===== src/rtl/state_restore_seq.sv =====
module state_restore_seq (
  input  logic              clk,
  input  logic              rst_n,
  input  logic              op_valid,
  input  logic [7:0]        op_byte,
  output logic              mem_req,
  output logic [23:0]       mem_addr,
  input  logic              mem_ack,
  input  logic [15:0]       mem_rdata,
  output logic              intr_block,
  output logic              done,
  output logic [23:0]       fetch_addr,
  output logic [3:0]        msw,
  output logic [15:0]       task_reg,
  output logic [15:0]       flags,
  output logic [15:0]       ip,
  output logic [15:0]       ldt_sel,
  output logic [3:0][15:0]  sel,
  output logic [7:0][15:0]  gpr,
  output logic [3:0][23:0]  seg_base,
  output logic [3:0][7:0]   seg_access,
  output logic [3:0][15:0]  seg_limit,
  output logic [3:0][23:0]  tbl_base,
  output logic [3:0][15:0]  tbl_limit
);

  localparam logic [23:0] TABLE_BASE = 24'h000800;
  localparam int          WORDS      = 51;
  localparam int          IDX_W      = $clog2(WORDS);
  localparam logic [IDX_W-1:0] LAST  = IDX_W'(WORDS - 1);
  localparam logic [23:0] LAST_ADDR  = TABLE_BASE + 24'(2 * (WORDS - 1));
  localparam int W_MSW  = 3;
  localparam int W_TR   = 11;
  localparam int W_FLG  = 12;
  localparam int W_IP   = 13;
  localparam int W_LDT  = 14;
  localparam int W_SEL  = 15;
  localparam int W_GPR  = 19;
  localparam int W_SEGC = 27;
  localparam int W_TBLR = 39;

  typedef enum logic [1:0] {S_IDLE, S_LOAD, S_FIN} state_t;

  state_t           state;
  logic [IDX_W-1:0] idx;
  logic             saw_prefix;
  logic             wr;

  assign mem_req    = (state == S_LOAD);
  assign mem_addr   = TABLE_BASE + {{(23-IDX_W){1'b0}}, idx, 1'b0};
  assign intr_block = (state != S_IDLE);
  assign done       = (state == S_FIN);
  assign wr         = mem_req && mem_ack;
  assign fetch_addr = seg_base[1] + {8'h00, ip};

  always_ff @(posedge clk) begin
    if (!rst_n) begin
      state      <= S_IDLE;
      idx        <= '0;
      saw_prefix <= 1'b0;
    end else begin
      case (state)
        S_IDLE: if (op_valid) begin
          if (saw_prefix && op_byte == 8'h05) begin
            state      <= S_LOAD;
            idx        <= '0;
            saw_prefix <= 1'b0;
          end else begin
            saw_prefix <= (op_byte == 8'h0F);
          end
        end
        S_LOAD: if (mem_ack) begin
          idx <= idx + 1'b1;
          if (idx == LAST) state <= S_FIN;
        end
        default: state <= S_IDLE;
      endcase
    end
  end

  always_ff @(posedge clk) begin
    if (!rst_n) begin
      msw      <= '0;
      task_reg <= '0;
      flags    <= '0;
      ip       <= '0;
      ldt_sel  <= '0;
    end else if (wr) begin
      if (idx == IDX_W'(W_MSW)) msw      <= mem_rdata[3:0];
      if (idx == IDX_W'(W_TR))  task_reg <= mem_rdata;
      if (idx == IDX_W'(W_FLG)) flags    <= mem_rdata;
      if (idx == IDX_W'(W_IP))  ip       <= mem_rdata;
      if (idx == IDX_W'(W_LDT)) ldt_sel  <= mem_rdata;
    end
  end

  for (genvar i = 0; i < 4; i++) begin : g_sel
    always_ff @(posedge clk) begin
      if (!rst_n) sel[i] <= '0;
      else if (wr && idx == IDX_W'(W_SEL + i)) sel[i] <= mem_rdata;
    end
  end

  for (genvar i = 0; i < 8; i++) begin : g_gpr
    always_ff @(posedge clk) begin
      if (!rst_n) gpr[i] <= '0;
      else if (wr && idx == IDX_W'(W_GPR + i)) gpr[i] <= mem_rdata;
    end
  end

  for (genvar e = 0; e < 4; e++) begin : g_cache
    always_ff @(posedge clk) begin
      if (!rst_n) begin
        seg_base[e]   <= '0;
        seg_access[e] <= '0;
        seg_limit[e]  <= '0;
        tbl_base[e]   <= '0;
        tbl_limit[e]  <= '0;
      end else if (wr) begin
        if (idx == IDX_W'(W_SEGC + 3*e))     seg_base[e][15:0]  <= mem_rdata;
        if (idx == IDX_W'(W_SEGC + 3*e + 1)) begin
          seg_base[e][23:16] <= mem_rdata[7:0];
          seg_access[e]      <= mem_rdata[15:8];
        end
        if (idx == IDX_W'(W_SEGC + 3*e + 2)) seg_limit[e]       <= mem_rdata;
        if (idx == IDX_W'(W_TBLR + 3*e))     tbl_base[e][15:0]  <= mem_rdata;
        if (idx == IDX_W'(W_TBLR + 3*e + 1)) tbl_base[e][23:16] <= mem_rdata[7:0];
        if (idx == IDX_W'(W_TBLR + 3*e + 2)) tbl_limit[e]       <= mem_rdata;
      end
    end
  end

  AST_ADDR_RANGE: assert property (@(posedge clk) disable iff (!rst_n)
    mem_req |-> (mem_addr >= TABLE_BASE && mem_addr <= LAST_ADDR && !mem_addr[0]));
  AST_ADDR_HOLD: assert property (@(posedge clk) disable iff (!rst_n)
    (mem_req && !mem_ack) |=> (mem_req && $stable(mem_addr)));
  AST_ADDR_STEP: assert property (@(posedge clk) disable iff (!rst_n)
    (mem_req && mem_ack && mem_addr != LAST_ADDR) |=> (mem_req && mem_addr == $past(mem_addr) + 24'd2));
  AST_DONE_AFTER_LAST: assert property (@(posedge clk) disable iff (!rst_n)
    done |-> $past(mem_req && mem_ack && mem_addr == LAST_ADDR));
  AST_DONE_PULSE: assert property (@(posedge clk) disable iff (!rst_n)
    done |=> (!done && !intr_block));
  AST_REQ_BLOCKS: assert property (@(posedge clk) disable iff (!rst_n)
    mem_req |-> intr_block);
  AST_QUIET_IDLE: assert property (@(posedge clk) disable iff (!rst_n)
    !intr_block |=> $stable({ip, flags, msw, task_reg, seg_base, tbl_base, gpr}));

endmodule


===== config.mk =====
export PLATFORM = sky130hd
export DESIGN_NAME = state_restore_seq
export DESIGN_NICKNAME = d
export VERILOG_FILES = /design/src/rtl/state_restore_seq.sv
export SDC_FILE = /design/constraint.sdc
export NUM_CORES = 1
export LEC_CHECK = 0
export BUFFER_PORTS_ARGS = -buffer_cell sky130_fd_sc_hd__buf_2
export CAP_MARGIN = 20
export CORE_ASPECT_RATIO = 0.7
export CORE_MARGIN = 4
export CORE_UTILIZATION = 40
export DETAILED_ROUTE_END_ITERATION = 8
export PLACE_DENSITY_LB_ADDON = 0.1
export SYNTH_ARGS = -nofsm -noshare
export SYNTH_HDL_FRONTEND = slang
export SYNTH_SLANG_ARGS = --single-unit

===== constraint.sdc =====
create_clock -name clk -period 5.3 [get_ports clk]
set_input_delay 0.265 -clock clk [delete_from_list [all_inputs] [get_ports clk]]
set_output_delay 0.265 -clock clk [all_outputs]
set_load 0.03 [all_outputs]

==> results by group <==
Yosys
  – Cells after Synth: 2996
  – Synth area leader: dfxtp_1
  – #FFs+latches synth: between 600 and 700
  – Syn Std Cell Area: 0.0247 mm^2
  – Asr flop ratio synth: 0%
  – Yosys top cell area share: 50.3%
  – Post-synth EDFFs: 0
  – Synth area leaders: dfxtp_1, nand2_1, a21boi_0, a21boi_1, clkbuf_1
  – Yosys cell types: 50
  – Post-synthesis sequential area ratio: 50.3%
  – YS warnings: 0
  – Avg Synthesized Cell Area: 8.25 um^2
  – Synth Flop Type: dfxtp_1

Min path
  – Worst Hold Path EP: state[1]
  – Hold Crit Depth: 3
  – Min-delay src: mem_ack
  – Hold WC Path Type: in2reg

Final layout
  – Register area: about 0.012 mm^2
  – Finished Layout Cells: 4367
  – Layout cells sized above 1: between 20% and 30%
  – NumNets Final: 3562
  – Area of the multi-input gates: 0.0112 mm^2
  – Area Overhead vs Synth: 22.5%
  – Largest Register: gpr
  – Largest register FFs: 128
  – Fill count: 5840
  – Final core area utilization: 50.0%
  – Largest registers: gpr (128), seg_base (96), tbl_base (96)

Clocking
  – H-tree depth: 2
  – Cts repair resizes: 0
  – Num CTS Buffers: 60
  – Root buffer cell: clkbuf_16
  – Clk sinks: 621
  – Clk_lat worst skew: 0.61 ns
  – Clk buf depth: 3
  – TritonCTS clock tree: yes
  – Reg clk slew, reported paths: 0.07 ns
  – Total setup buffers inserted after CTS: 0

STA
  – Crit share post-route: 68.6%
  – Max Slew Vio Count: 0
  – Peak Freq: approximately 270 MHz
  – Final setup vio count: 0
  – Post-route minimum period: 3.64 ns
  – Setup TNS: 0 ns
  – RSZ-0062 raised after global routing: no
  – Post-route clock skew: ~0.015 ns
  – Rel. slew slack: a little under a quarter
  – Worst-margin pin slew: 1.15 ns
  – Fin. Hold Viols: 0

Worst setup path
  – Critical Path Stages: 10
  – Setup CP Type: reg2out
  – Top delay family on crit path: compound AO/OA/AOI/OAI gates
  – FF-to-FF Start: idx[3]
  – Crit path required time: about 5 ns
  – Setup slack, reg-to-reg: between 2 and 2.5 ns
  – CP cell instances: ha_1, inv_1, fa_1, nor2b_1, o2111ai_1, a21oi_1, nor4_1, a2111oi_0, xor2_1, buf_2
  – Max stage delay on crit path: 0.55 ns
  – Worst r2r dst: seg_base[6]
  – Crit Path Max Fanout: 4
  – Reg2reg path depth: 5
  – CP arrival: 3.37 ns
  – WP buf/inv: 2
  – Slowest cell on the critical path: a2111oi_0
  – Type of origin of the critical path: flip-flop
  – CP endpoint kind: output pin

Global route
  – Met2 usage: 46.6%
  – Gr busiest metal: met2
  – Largest net degree at the start of global routing: 209
  – Grt met3 use: 7.47%
  – Initial antenna violation count: 3
  – Global route overflow: 0
  – Met1 Resource Use GR: 37.2%
  – GRT Total Usage: 28.6%
  – Vias in the first global route: 21500
  – First-pass GRT wire length: 144 mm

Floorplan
  – Io pins: 691
  – FP Rows: 75
  – Core Area: 0.0605 mm^2
  – Die extent in y: 216 um
  – Width of the die: 305 um
  – Die Area: 0.0659 mm^2
  – Starting density of the core: 40.8%

Power and ir drop
  – PD cells: 311 mW/mm^2
  – Total chip power: 9420 uW
  – Leak: 0.0124 uW
  – Maximum VDD drop: 212 uV

Detailed routing
  – Vias: 22600
  – Vias/cell: just over 5
  – Iteration-0 DRC Markers: between 1500 and 2000
  – First-pass iteration count of the detailed router: 5
  – DRT antenna net count: 0
  – Wire length per cell: about 23 um
  – Drt drc: 0
  – Drt total wl: between 90 and 100 mm

Placed design
  – PortBufs: 672
  – Dpl cells: 4255
  – RD Place Congestion: 0.915
  – Detail Placement HPWL: 64.9 mm

Status
  – Status: completed

Flow run
  – # Max-Cap Violations: 0
cell usage after synthesis, types with 7 or more instances:
cell type / number
a21boi_0: 484
a21boi_1: 103
a21oi_1: 18
and2_1: 14
and3_1: 8
buf_1: 7
buf_2: 33
buf_4: 30
clkbuf_1: 194
dfxtp_1: 621
ha_1: 20
inv_1: 14
mux2i_1: 29
nand2_1: 1208
nand2b_1: 7
nand3_1: 32
nor2_1: 24
nor2_2: 16
nor2b_1: 36
nor3_1: 7
o21ai_0: 15
xnor2_1: 13
xor2_1: 12
how the worst max path moves through the flow:
stage | startpoint | to | slack [ns]
after floorplan | seg_base[24] | fetch_addr[12] | 2.07
after global placement | idx[3] | task_reg[5] | 2.30
after detailed placement | idx[3] | task_reg[11] | 2.24
after CTS | ip[0] | fetch_addr[20] | 1.64
after global routing | ip[0] | fetch_addr[20] | 1.44
final | ip[0] | fetch_addr[20] | 1.66
logic make-up after synthesis:
kind of cell    synth area share (%)
fa+ha+maj                       1.09
simple gates                    22.4
buf+inv                         4.85
compound gates                  19.3
xor+xnor                       0.886
flops                           50.3
mux                             1.17
other cells                   0.0304
layer usage:
layer	share of wire, %	vias to the layer above	routed length [um]
met5	0	-	0
met4	3.4	0	3390
met3	8.4	175	8380
met2	46	878	45600
met1	42	10900	42100
li1	-	10700	-
power by group:
| part | total, uW | internal [uW] | switching, uW |
|---|---|---|---|
| clock network | 4430 | 2570 | 1860 |
| registers | 4670 | 4670 | 0.00500 |
| logic | 318 | 82.8 | 235 |
cells in the final DEF (no fill, tap or decap), drive strengths merged, types with 16 or more instances in the layout:
cell type  Yosys  routed
nand2       1208    1208
buf           70     701
dfxtp        621     621
a21boi       587     587
clkbuf       194      91
nor2          44      44
nor2b         36      36
nand3         32      32
mux2i         29      29
ha            20      20
a21oi         19      19
conb           2      18
o21ai         16      16
stage by stage:
stage | area [um^2] | worst slack [ns] | hold slack (ns)
finish | 30300 | 1.66 | 0.149
global route | 30300 | 1.44 | 0.136
CTS | 30300 | 1.64 | 0.0917
detailed placement | 28200 | 2.24 | 0.443
global placement | 28200 | 2.30 | 0.440
floorplan | 24800 | 2.07 | 0.436
final cells by class:
class,instances,area share (%)
sequential,621,41.1
multi-input combinational,2113,36.8
timing repair buffer,703,12.0
clock buffer,91,5.84
tap,808,3.34
clock inverter,15,0.744
inverter,14,0.174
antenna,2,0.0165
what timing repair did:
action,CTS,global route
hold endpoints to repair,1,0
hold buffers,2,0
endpoints found under the setup margin,0,0
tightest hold or removal path, stage by stage:
cell     delay [ns]
buf_2          0.10
nand3_1        0.25
nor4_1         0.08
(Power assumes the default switching activity.)
